### src/rtl/gcm_ctr_tag_pkg.sv
package gcm_ctr_tag_pkg;
    typedef enum logic [2:0] {
        ST_IDLE,
        ST_KS_REQ,
        ST_XOR,
        ST_TAG_REQ,
        ST_TAG_WAIT,
        ST_CMP,
        ST_DONE
    } gct_state_t;
endpackage

### src/rtl/gcm_ctr_reg.sv
module gcm_ctr_reg #(
    parameter int BLK_W = 128,
    parameter int CTR_W = 32
) (
    input  logic             clk,
    input  logic             rst_n,
    input  logic             load,
    input  logic [BLK_W-1:0] load_y0,
    input  logic [CTR_W-1:0] load_ctr,
    input  logic             bump,
    output logic [BLK_W-1:0] y0,
    output logic [CTR_W-1:0] ctr,
    output logic [BLK_W-1:0] next_blk
);
    localparam logic [CTR_W-1:0] ONE = CTR_W'(1);

    logic [BLK_W-1:0] y0_q;
    logic [CTR_W-1:0] ctr_q;

    always_ff @(posedge clk or negedge rst_n) begin
        if (!rst_n) begin
            y0_q  <= '0;
            ctr_q <= '0;
        end else if (load) begin
            y0_q  <= load_y0;
            ctr_q <= load_ctr;
        end else if (bump) begin
            ctr_q <= ctr_q + ONE;
        end
    end

    assign y0       = y0_q;
    assign ctr      = ctr_q;
    assign next_blk = {y0_q[BLK_W-1:CTR_W], ctr_q + ONE};

    AST_CTR_STEP: assert property (@(posedge clk) disable iff (!rst_n)
        (bump && !load) |=> ctr_q == $past(ctr_q) + ONE);
    AST_Y0_FROZEN: assert property (@(posedge clk) disable iff (!rst_n)
        !load |=> $stable(y0_q));
endmodule

### src/rtl/gcm_tag_cmp.sv
module gcm_tag_cmp #(
    parameter int W      = 128,
    parameter int LANE_W = 32
) (
    input  logic         clk,
    input  logic         rst_n,
    input  logic         clr,
    input  logic         en,
    input  logic [W-1:0] a,
    input  logic [W-1:0] b,
    output logic         last,
    output logic         mismatch
);
    localparam int NL = W / LANE_W;
    localparam int IW = (NL > 1) ? $clog2(NL) : 1;
    localparam logic [IW-1:0] LAST_IDX = IW'(NL - 1);
    localparam logic [IW-1:0] ONE      = IW'(1);

    logic [LANE_W-1:0] lane_x [NL];
    logic [IW-1:0]     idx_q;
    logic [LANE_W-1:0] diff_q;

    for (genvar i = 0; i < NL; i++) begin : g_lane
        assign lane_x[i] = a[i*LANE_W +: LANE_W] ^ b[i*LANE_W +: LANE_W];
    end

    always_ff @(posedge clk or negedge rst_n) begin
        if (!rst_n) begin
            idx_q  <= '0;
            diff_q <= '0;
        end else if (clr) begin
            idx_q  <= '0;
            diff_q <= '0;
        end else if (en) begin
            idx_q  <= (idx_q == LAST_IDX) ? '0 : idx_q + ONE;
            diff_q <= diff_q | lane_x[idx_q];
        end
    end

    assign last     = en && (idx_q == LAST_IDX);
    assign mismatch = |diff_q;

    AST_CMP_WALK: assert property (@(posedge clk) disable iff (!rst_n)
        (en && !clr && idx_q != LAST_IDX) |=> idx_q == $past(idx_q) + ONE);
endmodule

### src/rtl/gcm_ctr_tag.sv
module gcm_ctr_tag
    import gcm_ctr_tag_pkg::*;
#(
    parameter int BLK_W  = 128,
    parameter int CTR_W  = 32,
    parameter int LANE_W = 32,
    parameter int NBLK_W = 16
) (
    input  logic                   clk,
    input  logic                   rst_n,
    input  logic                   start,
    input  logic                   init_msg,
    input  logic                   final_tag,
    input  logic                   verify_en,
    input  logic                   decrypt,
    input  logic                   iv_is96,
    input  logic [BLK_W-CTR_W-1:0] iv_in,
    input  logic [BLK_W-1:0]       y0_hashed,
    input  logic [BLK_W-1:0]       ctx_y0_in,
    input  logic [CTR_W-1:0]       ctx_ctr_in,
    input  logic [NBLK_W-1:0]      num_blocks,
    input  logic [BLK_W-1:0]       din,
    input  logic                   din_valid,
    output logic                   din_ready,
    output logic [BLK_W-1:0]       dout,
    output logic                   dout_valid,
    output logic [BLK_W-1:0]       hash_blk,
    output logic                   hash_valid,
    output logic                   aes_req,
    output logic [BLK_W-1:0]       aes_blk,
    input  logic                   aes_ack,
    input  logic [BLK_W-1:0]       aes_res,
    input  logic [BLK_W-1:0]       ghash_sum,
    input  logic                   ghash_valid,
    input  logic [BLK_W-1:0]       rx_tag,
    output logic                   busy,
    output logic                   done,
    output logic [BLK_W-1:0]       tag_out,
    output logic                   tag_valid,
    output logic                   tag_ok,
    output logic [BLK_W-1:0]       ctx_y0_out,
    output logic [CTR_W-1:0]       ctx_ctr_out
);
    localparam logic [NBLK_W-1:0] REM_ONE = NBLK_W'(1);

    gct_state_t        state_q, state_d;
    logic [NBLK_W-1:0] rem_q;
    logic              final_q, verify_q, decrypt_q;
    logic [BLK_W-1:0]  ks_q, ek0_q, tag_q;

    logic              go, ld, bump, xfer;
    logic [BLK_W-1:0]  y0_new, y0_cur, next_blk;
    logic [CTR_W-1:0]  ctr_new, ctr_cur;
    logic              cmp_clr, cmp_en, cmp_last, cmp_bad;

    assign go      = (state_q == ST_IDLE) && start;
    assign ld      = go;
    assign y0_new  = !init_msg ? ctx_y0_in :
                     iv_is96   ? {iv_in, {(CTR_W-1){1'b0}}, 1'b1} : y0_hashed;
    assign ctr_new = init_msg ? y0_new[CTR_W-1:0] : ctx_ctr_in;
    assign bump    = (state_q == ST_KS_REQ) && aes_ack;
    assign xfer    = (state_q == ST_XOR) && din_valid;
    assign cmp_clr = (state_q == ST_TAG_WAIT) && ghash_valid;
    assign cmp_en  = (state_q == ST_CMP);

    gcm_ctr_reg #(.BLK_W(BLK_W), .CTR_W(CTR_W)) u_ctr (
        .clk(clk), .rst_n(rst_n), .load(ld), .load_y0(y0_new),
        .load_ctr(ctr_new), .bump(bump), .y0(y0_cur), .ctr(ctr_cur),
        .next_blk(next_blk)
    );

    gcm_tag_cmp #(.W(BLK_W), .LANE_W(LANE_W)) u_cmp (
        .clk(clk), .rst_n(rst_n), .clr(cmp_clr), .en(cmp_en),
        .a(tag_q), .b(rx_tag), .last(cmp_last), .mismatch(cmp_bad)
    );

    // state register
    always_ff @(posedge clk or negedge rst_n) begin
        if (!rst_n) state_q <= ST_IDLE;
        else        state_q <= state_d;
    end

    // transitions
    always_comb begin
        state_d = state_q;
        unique case (state_q)
            ST_IDLE:     if (start) state_d = (num_blocks != '0) ? ST_KS_REQ :
                                              final_tag ? ST_TAG_REQ : ST_DONE;
            ST_KS_REQ:   if (aes_ack) state_d = ST_XOR;
            ST_XOR:      if (din_valid) state_d = (rem_q != REM_ONE) ? ST_KS_REQ :
                                                  final_q ? ST_TAG_REQ : ST_DONE;
            ST_TAG_REQ:  if (aes_ack) state_d = ST_TAG_WAIT;
            ST_TAG_WAIT: if (ghash_valid) state_d = verify_q ? ST_CMP : ST_DONE;
            ST_CMP:      if (cmp_last) state_d = ST_DONE;
            ST_DONE:     state_d = ST_IDLE;
            default:     state_d = ST_IDLE;
        endcase
    end

    // run data
    always_ff @(posedge clk or negedge rst_n) begin
        if (!rst_n) begin
            rem_q     <= '0;
            final_q   <= 1'b0;
            verify_q  <= 1'b0;
            decrypt_q <= 1'b0;
            ks_q      <= '0;
            ek0_q     <= '0;
            tag_q     <= '0;
        end else begin
            if (go) begin
                rem_q     <= num_blocks;
                final_q   <= final_tag;
                verify_q  <= verify_en;
                decrypt_q <= decrypt;
            end
            if (bump) ks_q <= aes_res;
            if (xfer) rem_q <= rem_q - REM_ONE;
            if ((state_q == ST_TAG_REQ) && aes_ack) ek0_q <= aes_res;
            if (cmp_clr) tag_q <= ek0_q ^ ghash_sum;
        end
    end

    // outputs
    always_comb begin
        din_ready  = 1'b0;
        dout_valid = 1'b0;
        aes_req    = 1'b0;
        aes_blk    = next_blk;
        done       = 1'b0;
        tag_valid  = 1'b0;
        tag_ok     = 1'b0;
        unique case (state_q)
            ST_KS_REQ:  aes_req = 1'b1;
            ST_XOR: begin
                din_ready  = 1'b1;
                dout_valid = din_valid;
            end
            ST_TAG_REQ: begin
                aes_req = 1'b1;
                aes_blk = y0_cur;
            end
            ST_DONE: begin
                done      = 1'b1;
                tag_valid = final_q;
                tag_ok    = final_q && verify_q && !cmp_bad;
            end
            default: ;
        endcase
    end

    assign dout        = din ^ ks_q;
    assign hash_blk    = decrypt_q ? din : dout;
    assign hash_valid  = dout_valid;
    assign busy        = (state_q != ST_IDLE);
    assign tag_out     = tag_q;
    assign ctx_y0_out  = y0_cur;
    assign ctx_ctr_out = ctr_cur;

    AST_IDLE_QUIET: assert property (@(posedge clk) disable iff (!rst_n)
        !busy |-> !aes_req && !din_ready && !dout_valid);
    AST_REQ_HELD: assert property (@(posedge clk) disable iff (!rst_n)
        (aes_req && !aes_ack) |=> aes_req && $stable(aes_blk));
    AST_DATA_NOT_Y0: assert property (@(posedge clk) disable iff (!rst_n)
        dout_valid |-> ctr_cur != y0_cur[CTR_W-1:0] || !final_q);
    AST_RUN_KEEPS_Y0: assert property (@(posedge clk) disable iff (!rst_n)
        (busy && !done) |=> $stable(ctx_y0_out));
endmodule

### config.mk
export PLATFORM = sky130hd
export DESIGN_NAME = gcm_ctr_tag
export DESIGN_NICKNAME = d
export VERILOG_FILES = /design/src/rtl/gcm_ctr_tag_pkg.sv /design/src/rtl/gcm_ctr_reg.sv /design/src/rtl/gcm_tag_cmp.sv /design/src/rtl/gcm_ctr_tag.sv
export SDC_FILE = /design/constraint.sdc
export NUM_CORES = 2
export LEC_CHECK = 0
export ABC_AREA = 1
export BUFFER_PORTS_ARGS = -buffer_cell sky130_fd_sc_hd__buf_4
export CORE_AREA = 2 2 621 623
export CTS_CLUSTER_DIAMETER = 50
export DETAILED_ROUTE_END_ITERATION = 8
export DIE_AREA = 0 0 623 625
export PLACE_DENSITY = 0.3
export SLEW_MARGIN = 20
export SYNTH_ARGS = -nofsm -noshare
export SYNTH_HDL_FRONTEND = slang
export SYNTH_SLANG_ARGS = --single-unit
### constraint.sdc
create_clock -name clk -period 4.94 [get_ports clk]
set_clock_uncertainty 0.1 [all_clocks]
set_input_delay 0.247 -clock clk [delete_from_list [all_inputs] [get_ports clk]]
set_output_delay 0.247 -clock clk [all_outputs]
set_load 0.05 [all_outputs]
# After elaboration in Yosys (flattened, before gate mapping)
# Index checks and enable logic that the tools add are counted.
# totals
in_bits	923
elab_cells	91
regBits	600
out_inout_bits	680
# op_classes
n_reduce_logical	18
muxes	35
n_addsub	3
eq_ne	14
n_lt_le_gt_ge	1
n_bitwise	8
# ops
cell	count
128-bit two-way mux	3
32-bit two-way mux	8
128-bit XOR	2
32-bit XOR	4
32-bit binary-select mux with 2-bit select	1
32-bit by 1-bit adder with 32-bit output, second input constant	1
16-bit two-way mux	2
32-bit OR	1
32-bit OR reduction	1
3-bit two-way mux	10
3-bit one-hot mux with 6 select lines	1
16-bit by 1-bit != test with 1-bit output, second input constant	1
16-bit nonzero test	1
16-bit by 1-bit subtractor with 16-bit output, second input constant	1
2-bit != test, second input constant	6
3-bit equality test, second input constant	3
1-bit logical AND	8
2-bit two-way mux	4
3-bit by 2-bit equality test with 1-bit output, second input constant	2
1-bit two-way mux	6
6-bit AND reduction	1
2-bit nonzero test	3
3-bit by 1-bit equality test with 1-bit output, second input constant	1
3-bit >= comparator, second input constant	1
7 further kinds	7

# Longest topological paths before layout
# logic_depth
word_depth	7
ltp_mapped	11
mapped_depth_nobuf	10

# Hierarchy
# From an unflattened synthesis, not the netlist that was laid out.
# unflattened
cells_unflattened	5013
hier_area_um2	36129.7
# modules_own_cells
module	area_per_inst_um2	seq_area_each_um2	cells_each	n_inst
gcm_ctr_tag	23759.0	10159.7	3149	1
gcm_ctr_reg	7893.8	4003.8	976	1
gcm_tag_cmp	4476.8	850.8	888	1

# Least setup slack after synthesis
# Ideal clock, no wire load.
# synth_timing
path_type	reg2out
startpoint	register u_ctr.ctr_q[1], in the netlist u_ctr.ctr[1]
endpoint	output port aes_blk[8]
path_buffers	0
t_arrival_ns	2.607
path_slack_ns	1.986
stages_incl_launch_ff	7
required_time_ns	4.593
path_cell_list	dfrtp_1 -> ha_1 -> nand3_1 -> inv_1 -> nand2_1 -> xor2_1 -> o21ai_0
# synth_between
elab_chain_cells	2
# synth_lines
item	line_no	text
start: declaration	gcm_ctr_reg.sv:18	logic [CTR_W-1:0] ctr_q;
start signal: assignment	gcm_ctr_reg.sv:26	ctr_q <= load_ctr;
start signal: assignment	gcm_ctr_reg.sv:28	ctr_q <= ctr_q + ONE;
32-bit by 1-bit adder with 32-bit output	gcm_ctr_reg.sv:34	assign next_blk = {y0_q[BLK_W-1:CTR_W], ctr_q + ONE};
32-bit two-way mux	gcm_ctr_tag.sv:133	unique case (state_q)
end: declaration	gcm_ctr_tag.sv:30	output logic [BLK_W-1:0] aes_blk,
# Every way passes these cells.

# Worst setup path after layout
# layout_timing
startpoint	register u_ctr.ctr_q[2], in the netlist u_ctr.ctr[2]
endpoint	output port aes_blk[13]
# The elaborated chain is that of the path after synthesis.

==> run metrics <==
Seq cells post-synth 600; crit end category primary output; vias in the first global route 39,800; DR iter-0 viols 2,290; first-pass GRT wire length 384,000 um; count of pins over their slew limit 0; Setup TNS Final 0 ns; Sequential Power Share 0.217; Hold Crit Class in2reg; DR vias/cell 3.31; Core Area 384,000 um^2; crit path cell chain nand3_1, nor2_1, inv_1, nor2_1, xor2_1, nand2_1, o21ai_0, buf_4; Max Cap Viol 0; most common cell after layout, fill and taps aside buf_4; pwr dens 769 nW/um^2; Synth Net Count 5,154; CP dominant cell by count nor2_1; Final HPWL DP 255,000 um; Post-Layout Inst Area between 60,000 and 70,000 um^2; DRT Wirelength 299,000 um; GRT Total Usage 0.147; FF/Latch Area 15,000 um^2; Int Power 21.6 mW; clock sinks 600; Largest stage delay, worst path 0.50 ns; Clock Pin Slew Worst Setup and Hold Paths ~0.04 ns; Syn Area/Cell 7.81 um^2; Multi-input gate area about 15,000 um^2; sequential cell area fraction in the yosys report 0.455; share of synthesized registers carrying an async set or reset 1.00; YS warnings 0; Worst Path Arrival roughly 3.6 ns; synth unique cells 35; Root Driver clkbuf_16; worst-path cell with the longest stage delay dfrtp_1; Die ar. 389,000 um^2; placer's final routability congestion estimate 0.944; area growth from synthesis to layout 88.0%; Post-Synthesis Cells roughly 4,200; clk_lat worst skew 0.84 ns; setup bufs post-CTS 0; fin cells roughly 12,000; # rows between 200 and 250; die width between 600 and 700 um; Fin. Hold Viols 0; RSZ-0062 raised after global routing false; WS Path Type reg2out; relative slew slack 0.200; Leak 28.8 nW; post-route ant nets 0; Synth Flop Type dfrtp_1; Cell Area, Placed roughly 51,000 um^2; cts repair resizes 0; Critical Path Source Type flip-flop; placed instance count 10,600; Max VDD drop 0.427 mV; Sw Share 0.547; antenna violations before repair about 140; H-tree depth 4; # DRC 0; largest net degree at the start of global routing about 160; drt wl/cell between 20 and 30 um; hold_buf cts 647; clock power share 0.209; global route overflow 0; starting density of the core 0.0860; Mapped Area 33,000 um^2; share of cells above drive strength 1 0.303; CP Max Fanout 6; vias between 30,000 and 40,000; # port buffers 1,602; First-pass DRT Iterations 5; filler cell count roughly 44,000; TritonCTS clock tree built; period utilization 0.801; final hold slack 0.0379 ns; Combinational Power Share 0.574; I/O pin count about 1,600; Worst Tran Pin Value 1.19 ns; WP data required 4.59 ns; max frequency between 0.2 and 0.3 GHz; NetSw 26.1 mW; Post-synth EDFFs 0; clock tree buffer depth 4; Die Ht 625 um; Final #Nets 7,294; status completed; most frequent cells in the layout buf_4, nand2_1, dlygate4sd3_1; Tmin final 3.96 ns; Final Setup Violations 0; Num CTS Buffers 144
[power by group through the flow]
stage	Sequential, mW	Clock (mW)	Combinational [mW]
6_report	10.3	9.97	27.4
5_1_grt	10.7	10.5	28.9
4_1_cts	10.5	10.3	28.0
3_5_place_dp	10.5	0	26.8
3_3_place_gp	10.5	0	26.7
2_1_floorplan	12.5	0	12.9
[synthesized netlist by cell type, types with 44 or more instances]
library cell	count	share of area
nand3_1	62	0.0094
o211ai_1	61	0.014
nand2_1	1305	0.15
dfrtp_1	600	0.45
buf_2	44	0.0067
inv_1	283	0.032
xor2_1	211	0.056
nor2_1	258	0.029
clkbuf_1	170	0.019
buf_4	98	0.022
xnor2_1	194	0.051
a2bb2oi_1	96	0.025
o21ai_0	586	0.089
a21oi_1	134	0.020
[cell type report]
cell class,count,area share
tap,5060,0.102
timing repair buffer,2330,0.311
clock inverter,91,0.0170
antenna,31,0.00125
inverter,292,0.0181
sequential,600,0.242
multi-input combinational,2999,0.247
clock buffer,170,0.0623
[metal layers]
metal / track usage / wire length [um] / vias to the layer above
met5: 0 / 252 / -
met4: 0.0509 / 12500 / 40
met3: 0.0326 / 17000 / 431
met2: 0.284 / 162000 / 1410
met1: 0.156 / 108000 / 18600
li1: - / - / 17900
[kinds of logic after synthesis]
logic type	Yosys count	synth area share
simple gates	1670	0.195
buf+inv	628	0.0842
flops	600	0.455
compound gates	920	0.156
xor+xnor	405	0.107
fa+ha+maj	4	0.00152
[sequential cells by signal, indices dropped and copies added (netlist names), 2 cells and up]
| signal | cells |
|---|---|
| u_cmp.idx_q | 2 |
| ek0_q | 128 |
| ks_q | 128 |
| u_ctr.y0 | 128 |
| tag_out | 128 |
| rem_q | 16 |
| u_cmp.diff_q | 32 |
| state_q | 3 |
| u_ctr.ctr | 32 |
[critical path, delay by kind of cell, from the launching register on]
kind | cells | cell delay [ns]
XOR/XNOR | 1 | 0.41
AO/OA/AOI/OAI | 1 | 0.19
buffers and inverters | 2 | 0.34
flip-flops | 1 | 0.50
AND/OR/NAND/NOR | 4 | 1.38
[final timing paths]
check,from,to,slack (ns),cells past startpoint
setup reg to reg,state_q[0],u_cmp.diff_q[17],1.27,10
hold reg to reg,ek0_q[66],ek0_q[66],0.40,2
setup / recovery,u_ctr.ctr[2],aes_blk[13],0.98,8
hold / removal,rx_tag[32],u_cmp.diff_q[0],0.04,5
min in group asynchronous,rst_n,tag_out[13],0.47,3
max in group asynchronous,rst_n,u_ctr.y0[78],3.00,4
[metrics by stage]
stage	total power [mW]	utilization	setup slack [ns]
after floorplan	25.3	-	1.99
after global placement	37.2	0.132	1.62
after detailed placement	37.3	0.132	1.72
after CTS	48.8	0.161	0.753
after global routing	50.1	0.162	0.716
final	47.7	0.162	0.983
Note: power is estimated with default switching activity, not from simulation.
